[src/rtl/mbx_fifo_pkg.sv]
package mbx_fifo_pkg;
    // sticky status flags of one channel
    typedef struct packed {
        logic ovf;
        logic flushed;
    } chan_sts_t;

    // acknowledge tracking state
    typedef struct packed {
        logic owed;
        logic pend;
    } ack_st_t;
endpackage

[src/rtl/mbx_fifo_store.sv]
module mbx_fifo_store #(
    parameter int W     = 33,
    parameter int DEPTH = 8
) (
    input  logic                         clk,
    input  logic                         rst_n,
    input  logic                         flush_i,
    input  logic                         wr_en_i,
    input  logic                         rd_en_i,
    input  logic [W-1:0]                 wdata_i,
    output logic [W-1:0]                 rdata_o,
    output logic [$clog2(DEPTH+1)-1:0]   count_o
);
    localparam int AW = (DEPTH > 1) ? $clog2(DEPTH) : 1;
    localparam int LW = $clog2(DEPTH + 1);

    typedef struct packed {
        logic [DEPTH-1:0][W-1:0] mem;
        logic [AW-1:0]           wr;
        logic [AW-1:0]           rd;
        logic [LW-1:0]           cnt;
    } store_t;

    store_t st_d, st_q;

    always_comb begin
        st_d = st_q;
        if (flush_i) begin
            st_d.wr  = '0;
            st_d.rd  = '0;
            st_d.cnt = '0;
        end else begin
            if (wr_en_i) begin
                st_d.mem[st_q.wr] = wdata_i;
                st_d.wr = (st_q.wr == AW'(DEPTH - 1)) ? '0 : st_q.wr + 1'b1;
            end
            if (rd_en_i) begin
                st_d.rd = (st_q.rd == AW'(DEPTH - 1)) ? '0 : st_q.rd + 1'b1;
            end
            case ({wr_en_i, rd_en_i})
                2'b10:   st_d.cnt = st_q.cnt + 1'b1;
                2'b01:   st_d.cnt = st_q.cnt - 1'b1;
                default: st_d.cnt = st_q.cnt;
            endcase
        end
    end

    always_ff @(posedge clk or negedge rst_n) begin
        if (!rst_n) st_q <= '0;
        else        st_q <= st_d;
    end

    assign rdata_o = st_q.mem[st_q.rd];
    assign count_o = st_q.cnt;
endmodule

[src/rtl/mbx_tide_cmp.sv]
module mbx_tide_cmp #(
    parameter int LW = 4
) (
    input  logic [LW-1:0] level_i,
    input  logic [LW-1:0] low_thr_i,
    input  logic [LW-1:0] high_thr_i,
    output logic          low_o,
    output logic          high_o
);
    always_comb begin
        low_o  = (level_i <= low_thr_i);
        high_o = (level_i >= high_thr_i);
    end
endmodule

[src/rtl/mbx_ack_track.sv]
module mbx_ack_track
    import mbx_fifo_pkg::*;
(
    input  logic clk,
    input  logic rst_n,
    input  logic flush_i,
    input  logic pop_ok_i,
    input  logic head_req_i,
    input  logic ack_i,
    input  logic clr_i,
    output logic pend_o
);
    ack_st_t ack_d, ack_q;

    always_comb begin
        ack_d = ack_q;
        // an ack owed by the receiver is consumed by its strobe
        if (flush_i)                   ack_d.owed = 1'b0;
        else if (pop_ok_i && head_req_i) ack_d.owed = 1'b1;
        else if (ack_i)                ack_d.owed = 1'b0;
        // set wins over the sender's clear
        if (ack_i && ack_q.owed && !flush_i) ack_d.pend = 1'b1;
        else if (clr_i)                      ack_d.pend = 1'b0;
    end

    always_ff @(posedge clk or negedge rst_n) begin
        if (!rst_n) ack_q <= '0;
        else        ack_q <= ack_d;
    end

    assign pend_o = ack_q.pend;
endmodule

[src/rtl/mbx_fifo_chan.sv]
module mbx_fifo_chan
    import mbx_fifo_pkg::*;
#(
    parameter int DATA_W = 32,
    parameter int DEPTH  = 8
) (
    input  logic                       clk,
    input  logic                       rst_n,
    input  logic                       snd_push_i,
    input  logic [DATA_W-1:0]          snd_data_i,
    input  logic                       snd_ackreq_i,
    input  logic                       snd_flush_i,
    input  logic                       snd_ovf_clr_i,
    input  logic                       snd_ack_clr_i,
    output logic                       snd_full_o,
    output logic                       snd_ovf_o,
    output logic                       snd_ack_irq_o,
    input  logic                       rcv_pop_i,
    input  logic                       rcv_ack_i,
    input  logic                       rcv_flush_clr_i,
    output logic [DATA_W-1:0]          rcv_data_o,
    output logic                       rcv_ackreq_o,
    output logic [$clog2(DEPTH+1)-1:0] rcv_level_o,
    output logic                       rcv_xfer_irq_o,
    input  logic [$clog2(DEPTH+1)-1:0] low_thr_i,
    input  logic [$clog2(DEPTH+1)-1:0] high_thr_i,
    output logic                       low_tide_irq_o,
    output logic                       high_tide_irq_o,
    output logic                       flush_irq_o
);
    localparam int LW = $clog2(DEPTH + 1);
    localparam int EW = DATA_W + 1;

    logic [LW-1:0] count;
    logic [EW-1:0] head;
    logic          full, pop_ok, push_ok;
    chan_sts_t     sts_d, sts_q;

    assign full    = (count == LW'(DEPTH));
    assign pop_ok  = rcv_pop_i && (count != '0) && !snd_flush_i;
    assign push_ok = snd_push_i && !snd_flush_i && (!full || pop_ok);

    mbx_fifo_store #(.W(EW), .DEPTH(DEPTH)) i_store (
        .clk     (clk),
        .rst_n   (rst_n),
        .flush_i (snd_flush_i),
        .wr_en_i (push_ok),
        .rd_en_i (pop_ok),
        .wdata_i ({snd_ackreq_i, snd_data_i}),
        .rdata_o (head),
        .count_o (count)
    );

    mbx_tide_cmp #(.LW(LW)) i_tide (
        .level_i    (count),
        .low_thr_i  (low_thr_i),
        .high_thr_i (high_thr_i),
        .low_o      (low_tide_irq_o),
        .high_o     (high_tide_irq_o)
    );

    mbx_ack_track i_ack (
        .clk        (clk),
        .rst_n      (rst_n),
        .flush_i    (snd_flush_i),
        .pop_ok_i   (pop_ok),
        .head_req_i (head[EW-1]),
        .ack_i      (rcv_ack_i),
        .clr_i      (snd_ack_clr_i),
        .pend_o     (snd_ack_irq_o)
    );

    always_comb begin
        sts_d = sts_q;
        if (snd_push_i && !snd_flush_i && !push_ok) sts_d.ovf = 1'b1;
        else if (snd_ovf_clr_i)                     sts_d.ovf = 1'b0;
        if (snd_flush_i)          sts_d.flushed = 1'b1;
        else if (rcv_flush_clr_i) sts_d.flushed = 1'b0;
    end

    always_ff @(posedge clk or negedge rst_n) begin
        if (!rst_n) sts_q <= '0;
        else        sts_q <= sts_d;
    end

    assign snd_full_o     = full;
    assign snd_ovf_o      = sts_q.ovf;
    assign flush_irq_o    = sts_q.flushed;
    assign rcv_data_o     = head[DATA_W-1:0];
    assign rcv_ackreq_o   = head[EW-1];
    assign rcv_level_o    = count;
    assign rcv_xfer_irq_o = (count != '0);
endmodule

[config.mk]
export PLATFORM = sky130hd
export DESIGN_NAME = mbx_fifo_chan
export DESIGN_NICKNAME = d
export VERILOG_FILES = /design/src/rtl/mbx_fifo_pkg.sv /design/src/rtl/mbx_fifo_store.sv /design/src/rtl/mbx_tide_cmp.sv /design/src/rtl/mbx_ack_track.sv /design/src/rtl/mbx_fifo_chan.sv
export SDC_FILE = /design/constraint.sdc
export NUM_CORES = 1
export LEC_CHECK = 0
export BUFFER_PORTS_ARGS = -buffer_cell sky130_fd_sc_hd__buf_2
export CAP_MARGIN = 20
export CORE_ASPECT_RATIO = 0.7
export CORE_MARGIN = 2
export CORE_UTILIZATION = 55
export CTS_BUF_LIST = sky130_fd_sc_hd__clkbuf_8 sky130_fd_sc_hd__clkbuf_16
export CTS_CLUSTER_DIAMETER = 100
export DETAILED_ROUTE_END_ITERATION = 8
export PLACE_DENSITY_LB_ADDON = 0.05
export SLEW_MARGIN = 10
export SYNTH_ARGS = -nofsm -noshare
export SYNTH_HDL_FRONTEND = slang
export SYNTH_SLANG_ARGS = --single-unit
[constraint.sdc]
create_clock -name clk -period 2.7 [get_ports clk]
set_input_delay 0.27 -clock clk [delete_from_list [all_inputs] [get_ports clk]]
set_output_delay 0.27 -clock clk [all_outputs]
set_load 0.02 [all_outputs]
Word-level counts from Yosys, hierarchy flattened
Index checks and enable logic that the tools add are counted.
{"block": "word_totals", "out_inout_bits": 44, "reg_bits": 278, "in_bits": 50, "wordCells": 72}
{"block": "op_classes", "n_addsub": 4, "eq_ne": 5, "n_mux": 20, "reduce_logical": 22, "n_bitwise": 1, "magnitude_cmp": 5}
{"operator": "bitwise mux 264 bit", "n": 1}
{"operator": "binary-select mux 33 bit (select 3 bit)", "n": 1}
{"operator": "demux 33 bit (select 3 bit)", "n": 1}
{"operator": "2-to-1 mux 33 bit", "n": 2}
{"operator": "2-to-1 mux 3 bit", "n": 4}
{"operator": "2-to-1 mux 10 bit", "n": 1}
{"operator": "nonzero test 2 bit", "n": 5}
{"operator": "logical AND 1 bit", "n": 9}
{"operator": "2-to-1 mux 1 bit", "n": 9}
{"operator": "less-than comparator 3 x 4 -> 1 bit, second input constant", "n": 2}
{"operator": "one-hot mux 4 bit (2 select lines)", "n": 1}
{"operator": "adder 3 x 1 -> 3 bit, second input constant", "n": 2}
{"operator": "equality test 3 bit, second input constant", "n": 2}
{"operator": "nonzero test 3 bit", "n": 2}
{"operator": "adder 4 x 1 -> 4 bit, second input constant", "n": 1}
{"operator": "equality test 4 bit, second input constant", "n": 1}
{"operator": ">= comparator 4 bit", "n": 1}
{"operator": "<= comparator 4 bit", "n": 1}
{"operator": "nonzero test 4 bit", "n": 1}
{"operator": "subtractor 4 x 1 -> 4 bit, second input constant", "n": 1}
{"operator": ">= comparator 3 x 1 -> 1 bit, second input constant", "n": 1}
{"operator": "zero test 1 bit", "n": 3}
{"operator": "equality test 2 x 1 -> 1 bit, second input constant", "n": 1}
{"operator": "equality test 2 bit, second input constant", "n": 1}
{"operator": "other kinds (3)", "n": 3}

Depth between registers and ports, before layout
{"block": "depth", "depth_word": 8, "ltp_mapped": 8, "depth_no_buf": 7}

By module
Synthesis repeated with hierarchy kept, for this count alone.
{"block": "hier_totals", "hier_cells": 793, "area_unflattened_um2": 12899.9}
{"module": "mbx_fifo_store", "seq_area_each_um2": 6856.6, "n_inst": 1, "cells_each": 745, "area_each_um2": 12504.5}
{"module": "mbx_tide_cmp", "seq_area_each_um2": 0.0, "n_inst": 1, "cells_each": 27, "area_each_um2": 182.7}
{"module": "mbx_fifo_chan", "seq_area_each_um2": 50.0, "n_inst": 1, "cells_each": 13, "area_each_um2": 130.1}
{"module": "mbx_ack_track", "seq_area_each_um2": 50.0, "n_inst": 1, "cells_each": 8, "area_each_um2": 82.6}

Least setup slack after synthesis
OpenSTA, ideal clock, no wires.
{"block": "synth_timing", "kind": "register to register", "from": "reg i_store.st_q (netlist bit i_store.count_o[0])", "to": "reg i_store.st_q (netlist bit i_store.count_o[3])", "path_stages_with_launch": 9, "n_path_buf": 1, "setup_time_ps": 125, "path_slack_ps": 56, "required_time_ps": 2575, "arrival_ps": 2519, "period_less_slack_ps": 2644, "path_cell_list": "dfrtp_1 -> buf_4 -> o41ai_2 -> nor3_1 -> ha_1 -> a21oi_1 -> a211o_1 -> nand3_1 -> mux2_2"}
{"block": "synth_via", "elab_chain_cells": 8, "elab_cells_between_ends": 14, "classes_between": "add/sub (2); eq/ne (3); mux (2); reduce/logical (7)"}
{"item": "from (decl)", "line_no": "mbx_fifo_store.sv:24", "source": "store_t st_d, st_q;"}
{"item": "from (signal assigned)", "line_no": "mbx_fifo_store.sv:50", "source": "else st_q <= st_d;"}
{"item": "nonzero test 4 bit", "line_no": "mbx_fifo_chan.sv:40", "source": "assign pop_ok = rcv_pop_i && (count != '0) && !snd_flush_i;"}
{"item": "logical AND 1 bit (2 in a row)", "line_no": "mbx_fifo_chan.sv:40"}
{"item": "logical OR 1 bit", "line_no": "mbx_fifo_chan.sv:41", "source": "assign push_ok = snd_push_i && !snd_flush_i && (!full || pop_ok);"}
{"item": "logical AND 1 bit", "line_no": "mbx_fifo_chan.sv:41"}
{"item": "equality test 2 x 1 -> 1 bit or equality test 2 bit (tied branches)", "line_no": "mbx_fifo_store.sv:40", "source": "case ({wr_en_i, rd_en_i})"}
{"item": "one-hot mux 4 bit (2 select lines)", "line_no": "mbx_fifo_store.sv:40"}
{"item": "2-to-1 mux 10 bit", "line_no": "mbx_fifo_store.sv:28", "source": "if (flush_i) begin"}
Parallel ways exist; a longest one is shown, timed or not.
A chain may end at the register's enable or synchronous reset.

Final worst setup path
{"block": "layout_timing", "from": "reg i_store.st_q[4] in the netlist's numbering", "to": "out rcv_data_o[4]"}
{"block": "layout_via", "elab_chain_cells": 2}
{"item": "binary-select mux 33 bit (select 3 bit)", "line_no": "mbx_fifo_store.sv:53", "source": "assign rdata_o = st_q.mem[st_q.rd];"}
{"item": "2-to-1 mux 33 bit (not written as such)", "line_no": "mbx_fifo_store.sv:53"}
{"item": "to (decl)", "line_no": "mbx_fifo_chan.sv:21", "source": "output logic [DATA_W-1:0] rcv_data_o,"}
Every way passes these cells. The select of a mux whose other input is x is not followed.

==> impl_metrics.tcl <==
set metrics [dict create \
    min_period_ns 2.574 \
    ys_seq_area_share_pct 54.05 \
    grt_usage_pct 23.01 \
    leakage_uw 0.007042 \
    synth_cell_types 42 \
    crit_path_max_incr_delay_ns 0.52 \
    tightestPinTransition_ns 0.7086 \
    drv_cap 0 \
    ys_ff_latch 278 \
    root_buffer "clkbuf_16" \
    max-clock-path-buffers 3 \
    synthArstFlopShare_pct 100.0 \
    synthFlopType "dfrtp_1" \
    critPathKind "reg2out" \
    combPwrFrac_pct 30.1 \
    row_count 46 \
    clkPwrFrac_pct 27.6 \
    ir_drop_v 0.0006435 \
    ant_nets 0 \
    die_area_mm2 0.02466 \
    synth_edf_count 0 \
    boundaryPins 94 \
    rsz0062_at_grt "false" \
    gp_congestion 0.7370 \
    drive_above_1_share_pct 58.52 \
    antenna_found_initial 2 \
    syn_area_per_cell_um2 16.17 \
    die_w_um 186.8 \
    clock_sinks 278 \
    critPathRequiredTime_ns 2.43 \
    drc 0 \
    maxSlewHeadroom_pct 52.76 \
    hp-class "in2reg" \
    critical_path_buf_inv_count 2 \
    first_pass_iters 4 \
    vias_per_cell 5.848 \
    p_total_uw 12960 \
    slew_violations 0 \
    p_int_uw 9146 \
    ctsResizeCount 0 \
    grt_max_degree 94 \
    fin_skew_ns 0.01159 \
    synth_cells 796 \
    min_period_over_period_pct 95.34 \
    vias 7193 \
    cts_tree "yes" \
    htree_num_levels 1 \
    synth_area_leader_cell "dfrtp_1" \
    cp_max_fo 24 \
    hold_viol 0 \
    slowest_stage "dfrtp_4" \
    timing.setup.tns_ns 0 \
    coreArea_mm2 0.02279 \
    syn_nets 861 \
    arrival_ns 2.30 \
    path_delay_family "multiplexers" \
    p_sw_share_pct 29.41 \
    cp-start-kind "flop" \
    grt_pass1_wl_um 44640 \
    switchingPower_uw 3810 \
    status "completed" \
    setup-violations-final 0 \
    port_buffers 93 \
    netlist.area_leader.share_pct 54.05 \
    hpwl_um 16930 \
    grt_pass1_vias 7998 \
    synth_most_common_cell "mux2_2" \
    synth-warning-count 0 \
    power_density_mw_per_mm2 882.7 \
    end_kind "primary output" \
    clock.fmax_mhz 388.5 \
    fp.dieH_um 132.0 \
    yosys-top-cells-count "mux2_2 (294), dfrtp_1 (278), mux4_2 (66)" \
    fin_ws_ns 0.1258 \
    clk_pin_slew_ns 0.06 \
    worst_skew_pair.late_latency_ns 0.53 \
    syn-cell-area_mm2 0.01287 \
    seq_power_share_pct 42.3 \
    fin_nets 962 \
    cts_inserted_buffers 27 \
    routedWlPerCell_um 21.83 \
    worstPathCellList "buf_12, mux4_2, mux2_2, buf_2" \
    syn_to_final_growth_pct 14.03 \
    start_util_pct 56.47 \
    grt_overflow 0 \
    wl_um 26850 \
    pre_cts_slack_ns 0.2795 \
    drt_iter0_drc 302 \
    synth_top_cells_by_area "dfrtp_1 (54%), mux2_2 (26%), mux4_2 (12%)" \
]
-- final timing paths --
check	start	to	slack [ns]	cells past startpoint
worst max-delay path	i_store.st_q[4]	rcv_data_o[4]	0.13	4
worst min-delay path	rcv_pop_i	snd_ovf_o	0.03	2
worst max register to register	i_store.count_o[0]	i_store.count_o[3]	0.27	7
worst min register to register	flush_irq_o	flush_irq_o	0.48	1
max in group asynchronous	rst_n	i_store.st_q[90]	1.43	3
min in group asynchronous	rst_n	i_store.st_q[74]	0.35	2
-- per-layer routing --
| metal | part of all wire [%] | up-vias | GRT usage, % | routed length [um] |
|---|---|---|---|---|
| li1 | - | 3185 | - | - |
| met1 | 46 | 3823 | 33.38 | 12440 |
| met2 | 48 | 148 | 37.75 | 12850 |
| met3 | 4.2 | 37 | 3.407 | 1119 |
| met4 | 1.6 | 0 | 4.321 | 439 |
| met5 | 0 | - | 0 | 0 |
-- stage by stage --
step                cells  util [%]  hold slack, ns  instance area [um2]
finish               1230     64.39         0.03171                14680
floorplan             796         -        -0.02559                12870
global route         1229     64.38         0.05062                14670
CTS                  1228     64.37        0.009700                14670
global placement     1172     60.31          0.3253                13750
detailed placement   1172     60.31          0.3515                13750
-- placed cells by master (no fill, tap or decap), drive strengths merged, types with 2 or more instances in the layout --
| master | instances |
|---|---|
| nor2 | 12 |
| dlygate4sd3 | 5 |
| a211oi | 2 |
| clkinv | 3 |
| xnor2 | 3 |
| mux2i | 3 |
| nand3b | 2 |
| nor2b | 3 |
| nand2 | 7 |
| o21a | 2 |
| nor3 | 3 |
| nand4b | 2 |
| buf | 120 |
| diode | 2 |
| a21o | 4 |
| nand3 | 5 |
| o41ai | 2 |
| ha | 14 |
| clkbuf | 36 |
| mux2 | 298 |
| dfrtp | 278 |
| mux4 | 66 |
| o21ai | 4 |
| nand2b | 4 |
| a21oi | 5 |
| inv | 22 |
-- flip-flops by register name (all words and copies together), names as in the netlist --
register and cells:
i_store.st_q 270, snd_ovf_o 1, i_ack.ack_q 1, flush_irq_o 1
i_ack.pend_o 1, i_store.count_o 4
-- power groups by stage --
stage	logic, uW	clock network, uW	registers [uW]
2_1_floorplan	2950	0	5340
3_3_place_gp	3760	0	5500
3_5_place_dp	3870	0	5600
4_1_cts	3970	3660	5490
5_1_grt	4220	3850	5590
6_report	3900	3570	5480
-- final cells by class --
cell class                 instances  area (um2)
fill                            1643        8115
sequential                       278        6963
multi-input combinational        452        5550
timing repair buffer             125       865.8
clock buffer                      36       799.5
tap                              312       390.4
clock inverter                    12       53.80
inverter                          13       48.80
antenna                            2       5.005
-- cells by family (layout without fill, tap and decap cells) --
group | Yosys count | after routing | synth area share (%)
AOI/OAI and AO/OA | 24 | 24 | 1.478
xor gates and xnor gates | 3 | 3 | 0.2042
adders and majority gates | 15 | 15 | 1.516
buffers and inverters | 66 | 186 | 2.829
DFF | 278 | 278 | 54.05
muxes | 367 | 367 | 37.85
other | 0 | 2 | 0
and+or+nand+nor | 43 | 43 | 2.071
-- repair_timing --
action	4_1_cts	5_1_grt
buffers inserted	3	0
hold buffers	5	0
hold endpoints to repair	92	0
endpoints found under the setup margin	24	0
(Power assumes the default switching activity.)
